<file path="config.mk">
export PLATFORM = sky130hd
export DESIGN_NAME = bus_glue_decoder
export DESIGN_NICKNAME = d
export VERILOG_FILES = /design/src/rtl/glue_pkg.sv /design/src/rtl/glue_bank_dec.sv /design/src/rtl/glue_lane_sel.sv /design/src/rtl/glue_handshake.sv /design/src/rtl/bus_glue_decoder.sv
export SDC_FILE = /design/constraint.sdc
export NUM_CORES = 1
export LEC_CHECK = 0
export BUFFER_PORTS_ARGS = -buffer_cell sky130_fd_sc_hd__buf_4
export CORE_MARGIN = 10
export CORE_UTILIZATION = 30
export DETAILED_ROUTE_END_ITERATION = 6
export HOLD_SLACK_MARGIN = 0.12
export PLACE_DENSITY = 0.69
export SYNTH_ARGS = -nofsm -noshare
export SYNTH_HDL_FRONTEND = slang
export SYNTH_HIERARCHICAL = 1
export SYNTH_SLANG_ARGS = --single-unit
</file>
<file path="constraint.sdc">
create_clock -name clk -period 1.8 [get_ports clk]
set_input_delay 0.09 -clock clk [delete_from_list [all_inputs] [get_ports clk]]
set_output_delay 0.09 -clock clk [all_outputs]
set_load 0.05 [all_outputs]
</file>
<file path="src/rtl/glue_pkg.sv">
package glue_pkg;
  localparam int NUM_BANKS = 4;
  localparam int NUM_MEM   = 3;

  typedef enum logic [1:0] {
    BANK_ROM  = 2'd0,
    BANK_RAM1 = 2'd1,
    BANK_RAM2 = 2'd2,
    BANK_IO   = 2'd3
  } bank_e;

  // memory banks that only answer reads
  localparam logic [NUM_MEM-1:0] READ_ONLY_MASK = 3'b001;
endpackage

</file>
<file path="src/rtl/glue_bank_dec.sv">
module glue_bank_dec
  import glue_pkg::*;
#(
  parameter int ADDR_W   = 24,
  parameter int BANK_LSB = 16
) (
  input  logic [ADDR_W-1:1]    addr_i,
  input  logic                 as_n,
  input  logic [2:0]           fc,
  output logic [NUM_BANKS-1:0] bank_hit,
  output logic                 iack
);
  bank_e sel;

  always_comb begin
    sel  = bank_e'(addr_i[BANK_LSB+1:BANK_LSB]);
    iack = !as_n && fc[1] && fc[0];
    bank_hit = '0;
    if (!as_n && !iack) bank_hit[sel] = 1'b1;
  end
endmodule

</file>
<file path="src/rtl/glue_lane_sel.sv">
module glue_lane_sel
  import glue_pkg::*;
#(
  parameter logic [NUM_MEM-1:0] RO_MASK = READ_ONLY_MASK
) (
  input  logic [NUM_MEM-1:0] mem_hit,
  input  logic               uds_n,
  input  logic               lds_n,
  input  logic               rw,
  output logic [NUM_MEM-1:0] hi_req,
  output logic [NUM_MEM-1:0] lo_req
);
  for (genvar b = 0; b < NUM_MEM; b++) begin : g_bank
    if (RO_MASK[b]) begin : g_ro
      assign hi_req[b] = mem_hit[b] && rw && !uds_n;
      assign lo_req[b] = mem_hit[b] && rw && !lds_n;
    end else begin : g_rw
      assign hi_req[b] = mem_hit[b] && !uds_n;
      assign lo_req[b] = mem_hit[b] && !lds_n;
    end
  end
endmodule

</file>
<file path="src/rtl/glue_handshake.sv">
module glue_handshake (
  input  logic clk,
  input  logic rst_n,
  input  logic as_n,
  input  logic io_hit,
  input  logic iack,
  output logic dtack_n,
  output logic vpa_n
);
  logic sync_req, run_q;

  assign sync_req = io_hit || iack;

  always_ff @(posedge clk) begin
    if (!rst_n) begin
      dtack_n <= 1'b1;
      vpa_n   <= 1'b1;
      run_q   <= 1'b0;
    end else begin
      vpa_n   <= !(!as_n && sync_req);
      dtack_n <= !(!as_n && !sync_req);
      run_q   <= 1'b1;
    end
  end

  a_r9_exclusive: assert property (@(posedge clk) disable iff (!rst_n)
    !(!dtack_n && !vpa_n));

  a_r9_complement: assert property (@(posedge clk) disable iff (!rst_n)
    (run_q && !$past(as_n)) |-> (dtack_n != vpa_n));

  a_r8_iack_vpa: assert property (@(posedge clk) disable iff (!rst_n)
    (run_q && $past(iack)) |-> !vpa_n);
endmodule

</file>
<file path="src/rtl/bus_glue_decoder.sv">
module bus_glue_decoder
  import glue_pkg::*;
#(
  parameter int ADDR_W    = 24,
  parameter int BANK_LSB  = 16,
  parameter int PIO_REGS  = 16,
  parameter int SIO_REGS  = 2
) (
  input  logic              clk,
  input  logic              rst_n,
  input  logic [ADDR_W-1:1] addr_i,
  input  logic              as_n,
  input  logic              uds_n,
  input  logic              lds_n,
  input  logic              rw,
  input  logic [2:0]        fc,
  output logic              rom_hi_cs_n,
  output logic              rom_lo_cs_n,
  output logic              ram1_hi_cs_n,
  output logic              ram1_lo_cs_n,
  output logic              ram2_hi_cs_n,
  output logic              ram2_lo_cs_n,
  output logic              pio_cs_n,
  output logic              sio_cs_n,
  output logic              dtack_n,
  output logic              vpa_n
);
  localparam int OFS_W = BANK_LSB - 1;

  logic [NUM_BANKS-1:0] bank_hit;
  logic                 iack;
  logic [NUM_MEM-1:0]   hi_req, lo_req;
  logic [OFS_W-1:0]     ofs;
  logic                 pio_req, sio_req;
  logic [NUM_MEM-1:0]   hi_q, lo_q;
  logic                 pio_q, sio_q, run_q;

  glue_bank_dec #(.ADDR_W(ADDR_W), .BANK_LSB(BANK_LSB)) u_dec (
    .addr_i(addr_i), .as_n(as_n), .fc(fc), .bank_hit(bank_hit), .iack(iack)
  );

  glue_lane_sel #(.RO_MASK(READ_ONLY_MASK)) u_lane (
    .mem_hit(bank_hit[NUM_MEM-1:0]), .uds_n(uds_n), .lds_n(lds_n), .rw(rw),
    .hi_req(hi_req), .lo_req(lo_req)
  );

  glue_handshake u_hs (
    .clk(clk), .rst_n(rst_n), .as_n(as_n), .io_hit(bank_hit[BANK_IO]),
    .iack(iack), .dtack_n(dtack_n), .vpa_n(vpa_n)
  );

  assign ofs     = addr_i[BANK_LSB-1:1];
  assign pio_req = bank_hit[BANK_IO] && !uds_n && (int'(ofs) < PIO_REGS);
  assign sio_req = bank_hit[BANK_IO] && !lds_n && (int'(ofs) < SIO_REGS);

  always_ff @(posedge clk) begin
    if (!rst_n) begin
      hi_q  <= '0;
      lo_q  <= '0;
      pio_q <= 1'b0;
      sio_q <= 1'b0;
      run_q <= 1'b0;
    end else begin
      hi_q  <= hi_req;
      lo_q  <= lo_req;
      pio_q <= pio_req;
      sio_q <= sio_req;
      run_q <= 1'b1;
    end
  end

  assign rom_hi_cs_n  = !hi_q[BANK_ROM];
  assign rom_lo_cs_n  = !lo_q[BANK_ROM];
  assign ram1_hi_cs_n = !hi_q[BANK_RAM1];
  assign ram1_lo_cs_n = !lo_q[BANK_RAM1];
  assign ram2_hi_cs_n = !hi_q[BANK_RAM2];
  assign ram2_lo_cs_n = !lo_q[BANK_RAM2];
  assign pio_cs_n     = !pio_q;
  assign sio_cs_n     = !sio_q;

  a_r10_idle: assert property (@(posedge clk) disable iff (!rst_n)
    (run_q && $past(as_n)) |-> (hi_q == '0 && lo_q == '0 && pio_cs_n && sio_cs_n
                                && dtack_n && vpa_n));

  a_r4_rom_read: assert property (@(posedge clk) disable iff (!rst_n)
    (run_q && !(rom_hi_cs_n && rom_lo_cs_n)) |-> $past(rw));

  a_r6_pio_lane: assert property (@(posedge clk) disable iff (!rst_n)
    (run_q && !pio_cs_n) |-> (!$past(uds_n) && !vpa_n));

  a_r8_iack_quiet: assert property (@(posedge clk) disable iff (!rst_n)
    (run_q && $past(!as_n && fc[1] && fc[0])) |-> (hi_q == '0 && lo_q == '0
                                                   && pio_cs_n && sio_cs_n));
endmodule

</file>
# Yosys cells after proc, flatten, opt, wreduce, memory -nomap -nowiden
# Index checks and enable logic that the tools add are counted.
# Widths: inputs -> output; s select.
[totals]
wordCells = 46
input_bits = 32
ff_bits = 10
[op_classes]
reduce_logical = 33
n_mux = 3
n_lt_le_gt_ge = 4
[op_table]
columns = ["op", "n"]
rows = [
  ["$logic_and 1x1->1", 17],
  ["$logic_not 1->1", 15],
  ["$lt 15x2->1 const B", 1],
  ["$lt 15x5->1 const B", 1],
  ["$mux 4", 1],
  ["$lt 2x3->1 const B", 1],
  ["$demux 1 s2", 1],
  ["$ge 2x1->1 const B", 1],
  ["$logic_or 1x1->1", 1],
  ["$mux 1", 1],
]

# Longest topological paths before layout
# Gate-level depths: netlist of the first run.
[logic_depth]
ltp_word = 10
depth_mapped = 5
mapped_depth_nobuf = 5

# Modules after synthesis
# Netlist of the first run, hierarchy kept.
[modules_own_cells]
columns = ["module", "cells_per_inst", "area_each_um2", "seq_area_each_um2", "n_inst"]
rows = [
  ["bus_glue_decoder", 29, 270.3, 160.2, 1],
  ["glue_handshake", 6, 70.1, 40.0, 1],
  ["glue_bank_dec", 9, 43.8, 0.0, 1],
  ["glue_lane_sel", 6, 42.5, 0.0, 1],
]

# Worst setup path after synthesis of the first run
# No wires, ideal clock.
[synth_path]
path_type = "input to register"
startpoint = "input port fc[1]"
endpoint = "register sio_q"
required_time_ns = 1.735
slack_ns = 0.698
stages = 5
setup_ns = 0.065
arrival_ns = 1.038
cell_sequence = "a21o_2 -> nor3_1 -> nor4b_1 -> nand4_1 -> nor2_1"
[synth_between]
elab_chain_cells = 7
[synth_lines]
columns = ["item", "line_no", "text"]
rows = [
  ["from (decl)", "bus_glue_decoder.sv:16", "input logic [2:0] fc,"],
  ["$logic_and 1x1->1 (2 in series)", "glue_bank_dec.sv:17", "iack = !as_n && fc[1] && fc[0];"],
  ["$logic_not 1->1", "glue_bank_dec.sv:19", "if (!as_n && !iack) bank_hit[sel] = 1'b1;"],
  ["$logic_and 1x1->1", "glue_bank_dec.sv:19", ""],
  ["$mux 4", "glue_bank_dec.sv:19", ""],
  ["net bank_hit[3]", "bus_glue_decoder.sv:30", "logic [NUM_BANKS-1:0] bank_hit;"],
  ["$logic_and 1x1->1 (2 in series)", "bus_glue_decoder.sv:54", "assign sio_req = bank_hit[BANK_IO] && !lds_n && (int'(ofs) < SIO_REGS);"],
  ["to (signal assigned)", "bus_glue_decoder.sv:67", "sio_q <= sio_req;"],
  ["to (decl)", "bus_glue_decoder.sv:36", "logic pio_q, sio_q, run_q;"],
]
# The timed path passes the listed nets, and every way through them passes these cells.
# A chain may end at the register's enable or synchronous reset.

# Worst setup path in the final report of the first run
[layout_path]
startpoint = "input port as_n"
endpoint = "register pio_q"
[layout_between]
elab_chain_cells = 8
[layout_lines]
columns = ["item", "line_no", "text"]
rows = [
  ["from (decl)", "bus_glue_decoder.sv:12", "input logic as_n,"],
  ["$logic_not 1->1 (*)", "glue_bank_dec.sv:17, glue_bank_dec.sv:19", ""],
  ["$logic_and 1x1->1 (2 in series)", "glue_bank_dec.sv:17", ""],
  ["$logic_not 1->1", "glue_bank_dec.sv:19", ""],
  ["$logic_and 1x1->1 (*)", "glue_bank_dec.sv:19", ""],
  ["$mux 4 (*)", "glue_bank_dec.sv:19", ""],
  ["net bank_hit[3]", "bus_glue_decoder.sv:30", ""],
  ["$logic_and 1x1->1 (*) (2 in series)", "bus_glue_decoder.sv:53", "assign pio_req = bank_hit[BANK_IO] && !uds_n && (int'(ofs) < PIO_REGS);"],
  ["to (signal assigned)", "bus_glue_decoder.sv:66", "pio_q <= pio_req;"],
  ["to (decl)", "bus_glue_decoder.sv:36", ""],
]
# Mark *: on every way through the listed nets, which the timed path passes. The rest lies on a longest branch.

==> metrics.md, run 1 <==
| Metric | Value |
|---|---|
| Post-layout util | `0.585` |
| CTS clk-pin slew, worst paths | `0.06 ns` |
| Tcrit/Tclk final | `0.897` |
| Period minus WS final | `1.61 ns` |
| Final setup violation count | `0` |
| Largest net degree at the start of global routing | `9` |
| Asr flop ratio synth | `0` |
| Max Slew Vio Count | `0` |
| Final nets | `125` |
| CP top delay family | `simple AND/OR/NAND/NOR gates` |
| Crit-path cells | `dlygate4sd3_1 > buf_4 > a21o_2 > nor3_2 > nor4b_1 > nand4_1 > nor2_1` |
| Reg area | `200 µm²` |
| # diodes | `0` |
| Largest family of logic cells by synthesized area | `simple AND/OR/NAND/NOR gates` |
| XOR/XNOR Fraction of Synth Area | `0` |
| Total Wirelength | `1260 µm` |
| Endpoint class of the critical path | `flip-flop` |
| First-pass GRT wire length | `2100 µm` |
| Slowest CP cell | `dlygate4sd3_1` |
| Die area | `3330 µm²` |
| Top cells by count, synth | `dfxtp_1 (10), inv_1 (10), and2_1 (6)` |
| Vias per std cell | `4.38` |
| RSZ-0062 raised after global routing | `false` |
| Slew Limit Headroom | `0.822` |
| Max Freq | `0.619 GHz` |
| Final TNS setup | `0 ns` |
| Number of cells on the worst hold path | `3` |
| Overall die height | `57.7 µm` |
| Clock root cell | `clkbuf_4` |
| TritonCTS Buffers | `3` |
| CP Launch Type | `input port` |
| CTS tree | `built` |
| Tightest Pin Transition | `0.263 ns` |
| CP Depth | `7` |
| Fillers | `129` |
| Synth Area in Adders | `0` |
| Yosys top cell by area | `dfxtp_1` |
| Final Hold Fails | `0` |
| Setup CP Type | `in -> reg` |
| Sequential area share after synthesis | `0.469` |
| Area contributors post-synth | `dfxtp_1 (47%), and2_1 (8.8%), inv_1 (8.8%), nor2b_1 (5.9%), nor3_1 (4.7%)` |
| Status | `finished, final reports clean` |
| P_leak | `0.351 nW` |
| Main synth FF type | `dfxtp_1` |
| Multi-input logic area | `194 µm²` |
| Number of global-route vias before repair | `521` |
| Yosys reg bits | `10` |
| Critical path required time | `1.98 ns` |
| I/O Pins | `42` |
| GR Util All Layers | `0.0760` |
| Critical-path maximum fanout | `4` |
| EDFF count, synth | `0` |
| GPL Wtd Cong | `0.634` |
| Area grow syn2layout | `80.6%` |
| Iteration-0 DRC Markers | `3` |
| CTS Sinks | `10` |
| Post-Syn Instances | `50` |
| Syn Area/Cell | `8.53 µm²` |
| Share of layout cells above drive strength 1 | `0.440` |
| Simple-gate area share of the yosys netlist | `0.402` |
| Mux contribution to synthesized area | `0` |
| Post CTS Setup Buffer Count | `0` |
| Maximum VDD drop | `0.271 mV` |
| Initial antenna violation count | `0` |
| Synth top area share | `0.469` |
| Syn Std Cell Area | `427 µm²` |
| Maxcap violations | `0` |
| Dpl hpwl | `1050 µm` |
| Mapped Nets | `82` |
| Worst EP arrival | `1.80 ns` |
| CORE AREA | `1320 µm²` |
| Core Rows | `13` |
| CP peak stage delay | `0.54 ns` |
| Crit path buf inv count | `2` |
| Port Buffers | `33` |
| Width of the chip | `57.7 µm` |
| Pre-antenna DRT Iters | `2` |
| Synth cell types | `15` |
| Routed Antenna Nets | `0` |
| Total number of vias | `464` |
| Yosys warning total | `6` |
| Wirelength per Cell | `11.8 µm` |
| DR DRC count | `0` |
| Initial core utilization | `0.324` |
| Hold Crit Class | `in -> reg` |
| Grt ovf | `0` |
| Compound-Gate Fraction of Synth Area | `0.0411` |
| Clock Path Buffers | `2` |
| CTS H-Tree Depth | `1` |
| Cell area power density | `590 nW/µm²` |
flip-flops by register name (all words and copies together), names as in the netlist:
name,cells
u_hs/vpa_n,1
pio_q,1
lo_q,3
u_hs/dtack_n,1
hi_q,3
sio_q,1
per-layer routing:
layer	share of wire	global-route usage
met1	0.40	0.0735
met2	0.50	0.133
met3	0.083	0.0261
met4	0.019	0.0503
met5	0	0
kinds of logic after synthesis:
family,after synthesis
AND/OR/NAND/NOR,28
flip-flops,10
buffers and inverters,10
AO/OA/AOI/OAI,2
timing repair:
| item | CTS | global route |
|---|---|---|
| setup endpoints to repair | 0 | 2 |
| gates resized for setup | 0 | 1 |
| hold buffers | 5 | 0 |
| endpoints found under the hold margin | 10 | 0 |
final timing paths:
kind | startpoint | end
max | as_n | pio_q$_SDFF_PN0_
min | lds_n | lo_q[1]$_SDFF_PN0_
cells in the final DEF (no fill, tap or decap):
master / Yosys / layout
a21o_2: 1 / 1
or4_1: 1 / 1
clkbuf_4: 0 / 3
and3b_1: 2 / 2
nand4_1: 1 / 1
buf_4: 0 / 33
dfxtp_1: 10 / 10
dlygate4sd3_1: 0 / 5
nor2_1: 4 / 4
nor3_1: 4 / 3
nor2b_1: 4 / 4
and2_1: 6 / 6
nor4_1: 2 / 2
nand2_1: 2 / 2
nor3_2: 0 / 1
o21ai_2: 1 / 1
nor4b_1: 1 / 1
nor2b_4: 1 / 1
inv_1: 10 / 10
per-stage QoR:
stage	power (mW)	setup slack, ns	cells	instance area, µm²	hold slack, ns
6_report	0.455	0.185	106	771	0.153
5_1_grt	0.478	0.0874	106	771	0.154
4_1_cts	0.460	0.0912	106	766	0.139
3_5_place_dp	0.312	0.379	98	693	0.287
3_3_place_gp	0.311	0.393	98	693	0.285
2_1_floorplan	0.260	0.698	50	427	0.162
power by group:
part / leakage [nW] / internal [mW] / switching [mW]
Clock: 0.0138 / 0.0765 / 0.0632
Combinational: 0.256 / 0.0524 / 0.0370
Sequential: 0.0811 / 0.225 / 0.000768
Total: 0.351 / 0.354 / 0.101
cell type report:
cell class / instances / area share
clock buffers: 3 / 0.0292
inverters: 10 / 0.0487
multi-input cells: 30 / 0.252
flip-flops and latches: 10 / 0.260
well taps: 15 / 0.0244
repair buffers: 38 / 0.386
(Power assumes the default switching activity.)
==> run 2, diff against run 1 <==
CORE_AREA = 10 10 47 49   (was unset)
CORE_MARGIN = unset   (was 10)
CORE_UTILIZATION = unset   (was 30)
DIE_AREA = 0 0 57 59   (was unset)
SYNTH_HIERARCHICAL = unset   (was 1)
==> metrics.md, run 2 <==
| Metric | Value |
|---|---|
| Die area | `3360 µm²` |
| Hold path start | `addr_i[13]` |
| CTS Sinks | `10` |
| Slew Limit Headroom | `0.817` |
| Endpoint class of the critical path | `flip-flop` |
| First-pass GRT wire length | `2210 µm` |
| Maximum VDD drop | `0.399 mV` |
| Cell area power density | `590 nW/µm²` |
| DR DRC count | `0` |
| TritonCTS Buffers | `3` |
| Core Rows | `14` |
| Synth cell types | `15` |
| Iteration-0 DRC Markers | `4` |
| Top cells by count, synth | `dfxtp_1 (10), inv_1 (8), nand2_1 (5)` |
| GR Util All Layers | `0.0825` |
| Syn Std Cell Area | `383 µm²` |
| CTS tree | `built` |
| Share of layout cells above drive strength 1 | `0.438` |
| Tcrit/Tclk final | `0.887` |
| Critical path required time | `2.00 ns` |
| Yosys warning total | `0` |
| Sequential area share after synthesis | `0.523` |
| CTS clk-pin slew, worst paths | `0.06 ns` |
| Vias per std cell | `4.35` |
| Total number of vias | `457` |
| Post-Syn Instances | `42` |
| P_leak | `0.332 nW` |
| Tightest Pin Transition | `0.270 ns` |
| Width of the chip | `57 µm` |
| I/O Pins | `42` |
| Pint | `0.357 mW` |
| Largest net degree at the start of global routing | `7` |
| Post CTS Setup Buffer Count | `0` |
| Grt ovf | `0` |
| Main synth FF type | `dfxtp_1` |
| Setup CP Type | `in -> reg` |
| Sequential power share | `0.489` |
| Yosys reg bits | `10` |
| # diodes | `0` |
| CTS H-Tree Depth | `1` |
| Number of cells on the worst hold path | `4` |
| Pre-antenna DRT Iters | `4` |
| Yosys top cell by area | `dfxtp_1` |
| Area post-placement | `651 µm²` |
| Max Slew Vio Count | `0` |
| RSZ-0062 raised after global routing | `false` |
| Most frequent cell after synthesis | `dfxtp_1` |
| Final setup violation count | `0` |
| Fin cells | `105` |
| Final Hold Fails | `0` |
| Mapped Nets | `74` |
| Maxcap violations | `0` |
| Period minus WS final | `1.60 ns` |
| GPL Wtd Cong | `0.751` |
| Wirelength per Cell | `12.6 µm` |
| CP Launch Type | `input port` |
| Placed Cells | `91` |
| Clock Power Share | `0.312` |
| Max Freq | `0.626 GHz` |
| Clock root cell | `clkbuf_4` |
| Fillers | `137` |
| Status | `finished, final reports clean` |
| Comb pwr share | `0.199` |
| Synth top area share | `0.523` |
| EDFF count, synth | `0` |
| Worst hold slack | `0.127 ns` |
| Asr flop ratio synth | `0` |
| Most frequent cells in the layout | `buf_4 (33), dlygate4sd3_1 (11), dfxtp_1 (10), inv_1 (8), nand2_1 (5)` |
| Overall die height | `59 µm` |
| Routed Antenna Nets | `0` |
| Area grow syn2layout | `105%` |
| Critical-path maximum fanout | `4` |
| Total Wirelength | `1320 µm` |
| Clock Path Buffers | `2` |
| Initial antenna violation count | `0` |
| Syn Area/Cell | `9.12 µm²` |
| Initial core utilization | `0.273` |
| Post-layout util | `0.559` |
| Final nets | `123` |
| Port Buffers | `33` |
| Finished Cell Area | `783 µm²` |
| CORE AREA | `1400 µm²` |
| Final TNS setup | `0 ns` |
| Biggest regs | `hi_q (3), lo_q (3)` |
| WHS Endpoint | `pio_q$_SDFF_PN0_` |
| Number of global-route vias before repair | `483` |
| Hold Crit Class | `in -> reg` |
| Sw Share | `0.227` |
| Most common cell after layout, fill and taps aside | `buf_4` |
| Net Switching | `0.105 mW` |
| Worst EP arrival | `1.80 ns` |
| Area contributors post-synth | `dfxtp_1 (52%), inv_1 (7.8%), nor4b_1 (6.9%), nor3_2 (5.2%), nand2_1 (4.9%)` |
[run 2: power by group through the flow]
stage / combinational, mW / sequential (mW) / clock (mW)
6_report: 0.0921 / 0.226 / 0.144
5_1_grt: 0.0999 / 0.226 / 0.159
2_1_floorplan: 0.0184 / 0.238 / 0
4_1_cts: 0.0924 / 0.226 / 0.147
3_5_place_dp: 0.0762 / 0.231 / 0
3_3_place_gp: 0.0750 / 0.231 / 0
[run 2: final cells by class]
class / instances / area, µm² / share of cell area
tap: 16 / 20.0 / 0.0256
sequential: 10 / 200 / 0.256
inverter: 8 / 30.0 / 0.0383
multi-input combinational: 24 / 153 / 0.195
timing repair buffer: 44 / 358 / 0.457
clock buffer: 3 / 22.5 / 0.0288
[run 2: cells by family after synthesis]
group,after synthesis,synth area share
AOI/OAI and AO/OA,1,0.0131
and+or+nand+nor,23,0.386
buffers and inverters,8,0.0784
DFF,10,0.523
[run 2: per-layer routing]
metal | track usage | share of wire
met1 | 0.0697 | 0.34
met2 | 0.153 | 0.54
met3 | 0.0193 | 0.063
met4 | 0.0805 | 0.055
met5 | 0 | 0
[run 2: repair_timing]
item / 4_1_cts / 5_1_grt
hold buffers: 11 / 0
hold endpoints to repair: 10 / 0
resized for setup: 0 / 0
[run 2: metrics by stage]
stage	power [mW]	setup WS, ns
3_3_place_gp	0.306	0.346
6_report	0.462	0.203
5_1_grt	0.485	0.0882
4_1_cts	0.466	0.197
3_5_place_dp	0.307	0.326
2_1_floorplan	0.256	0.474
[run 2: worst max path at each step]
stage | startpoint | end | slack, ns | cells past startpoint
after floorplan | addr_i[11] | sio_q$_SDFF_PN0_ | 0.47 | 3
after global placement | addr_i[11] | sio_q$_SDFF_PN0_ | 0.35 | 4
after detailed placement | addr_i[11] | sio_q$_SDFF_PN0_ | 0.33 | 4
after CTS | as_n | lo_q[0]$_SDFF_PN0_ | 0.20 | 6
after global routing | as_n | lo_q[0]$_SDFF_PN0_ | 0.09 | 6
final | as_n | hi_q[0]$_SDFF_PN0_ | 0.20 | 6
[run 2: worst max-delay path, stage by stage]
cell,delay (ns)
dlygate4sd3_1,0.53
buf_4,0.14
nor2b_1,0.23
nand4_1,0.16
nor2_1,0.10
dlygate4sd3_1,0.54
==> run 3, diff against run 2 <==
CTS_BUF_LIST = sky130_fd_sc_hd__clkbuf_8 sky130_fd_sc_hd__clkbuf_16   (was unset)
==> metrics.md, run 3 (synthesized netlist as in run 2, its figures left out) <==
| Metric | Value |
|---|---|
| Status | `finished, final reports clean` |
| Number of global-route vias before repair | `466` |
| Vias per std cell | `4.35` |
| Setup CP Type | `in -> reg` |
| Final nets | `118` |
| Biggest regs | `hi_q (3), lo_q (3)` |
| CTS Sinks | `10` |
| Total Wirelength | `1210 µm` |
| Most frequent cells in the layout | `buf_4 (33), dfxtp_1 (10), inv_1 (8), dlygate4sd3_1 (6), nand2_1 (5)` |
| Number of cells on the worst hold path | `3` |
| Fin cells | `100` |
| Worst EP arrival | `1.58 ns` |
| Area post-placement | `651 µm²` |
| Hold Crit Class | `in -> reg` |
| Core Rows | `14` |
| Pre-antenna DRT Iters | `2` |
| # diodes | `0` |
| TritonCTS Buffers | `3` |
| Final worst setup slack | `0.378 ns` |
| CTS clk-pin slew, worst paths | `0.04 ns` |
| Fillers | `140` |
| Wirelength per Cell | `12.1 µm` |
| Cell area power density | `705 nW/µm²` |
| Placed Cells | `91` |
| Hold path start | `addr_i[2]` |
| Clock Path Buffers | `2` |
| Initial antenna violation count | `0` |
| Overall die height | `59 µm` |
| I/O Pins | `42` |
| Initial core utilization | `0.273` |
| Finished Cell Area | `752 µm²` |
| Slowest CP cell | `dlygate4sd3_1` |
| RSZ-0062 raised after global routing | `false` |
| CP Launch Type | `input port` |
| Tcrit/Tclk final | `0.790` |
| Total chip power | `0.530 mW` |
| Share of layout cells above drive strength 1 | `0.464` |
| P_leak | `0.313 nW` |
| Maximum VDD drop | `0.535 mV` |
| Final Hold Fails | `0` |
| CP peak stage delay | `0.56 ns` |
| Slew Limit Headroom | `0.812` |
| Cts repair resizes | `0` |
| Crit-path cells | `dlygate4sd3_1 > buf_4 > nand2_1 > or4b_4 > nor3_2` |
| Multi-input logic area | `153 µm²` |
| Tightest Pin Transition | `0.279 ns` |
| First-pass GRT wire length | `2040 µm` |
| DR DRC count | `0` |
| Area grow syn2layout | `96.4%` |
| Period minus WS final | `1.42 ns` |
| Port Buffers | `33` |
| CTS tree | `built` |
| Maxcap violations | `0` |
| Final setup violation count | `0` |
| CTS H-Tree Depth | `1` |
| Final TNS setup | `0 ns` |
| Critical path required time | `1.95 ns` |
| Grt ovf | `0` |
| Crit path buf inv count | `2` |
| Width of the chip | `57 µm` |
| GPL Wtd Cong | `0.751` |
| GR Util All Layers | `0.0743` |
| WHS Endpoint | `sio_q$_SDFF_PN0_` |
| Most common cell after layout, fill and taps aside | `buf_4` |
| Total number of vias | `435` |
| Iteration-0 DRC Markers | `5` |
| Largest net degree at the start of global routing | `7` |
| Clock root cell | `clkbuf_8` |
| Endpoint class of the critical path | `flip-flop` |
| Max Slew Vio Count | `0` |
| Max Freq | `0.703 GHz` |
| CORE AREA | `1400 µm²` |
| DP Worst Slack | `0.326 ns` |
| Reg area | `200 µm²` |
| CP top delay family | `simple AND/OR/NAND/NOR gates` |
| Critical-path maximum fanout | `6` |
| Routed Antenna Nets | `0` |
| Die area | `3360 µm²` |
[run 3: changes by cell type in the layout (fill, tap and decap cells not counted), sizes merged]
cell         previous run  this run
dlygate4sd3            11         6
[run 3: worst max path at each step]
stage | startpoint | endpoint | cells after the start
after CTS | addr_i[16] | sio_q$_SDFF_PN0_ | 5
after global placement | addr_i[11] | sio_q$_SDFF_PN0_ | 4
final | addr_i[16] | sio_q$_SDFF_PN0_ | 5
after detailed placement | addr_i[11] | sio_q$_SDFF_PN0_ | 4
after floorplan | addr_i[11] | sio_q$_SDFF_PN0_ | 3
after global routing | addr_i[16] | sio_q$_SDFF_PN0_ | 5
[run 3: what timing repair did]
action | in CTS | in global routing
endpoints found under the hold margin | 9 | 0
setup buffers | 0 | 0
hold buffers | 6 | 0
[run 3: area by class of cell]
| cell class | count | share of cell area |
|---|---|---|
| repair buffers | 39 | 0.409 |
| flip-flops and latches | 10 | 0.266 |
| multi-input cells | 24 | 0.203 |
| clock buffers | 3 | 0.0549 |
| inverters | 8 | 0.0399 |
| well taps | 16 | 0.0266 |
[run 3: layer usage]
layer | global-route usage | part of all wire | vias up | routed length [µm]
met5 | 0 | 0 | - | 0
met4 | 0.0503 | 0.025 | 0 | 30
met3 | 0.0236 | 0.064 | 2 | 77
met2 | 0.144 | 0.56 | 17 | 677
met1 | 0.0626 | 0.35 | 187 | 423
li1 | - | - | 229 | -
[run 3: metrics by stage]
step,utilization,hold slack (ns)
after detailed placement,0.464,0.287
after CTS,0.537,0.133
after global routing,0.537,0.160
after global placement,0.464,0.287
after floorplan,-,0.160
final,0.537,0.132
[run 3: where the power goes]
group	internal (mW)	total, mW	switching [mW]	leakage (nW)
combinational	0.0508	0.0864	0.0356	0.210
clock	0.145	0.217	0.0719	0.0216
sequential	0.226	0.227	0.000902	0.0810
total	0.422	0.530	0.108	0.313
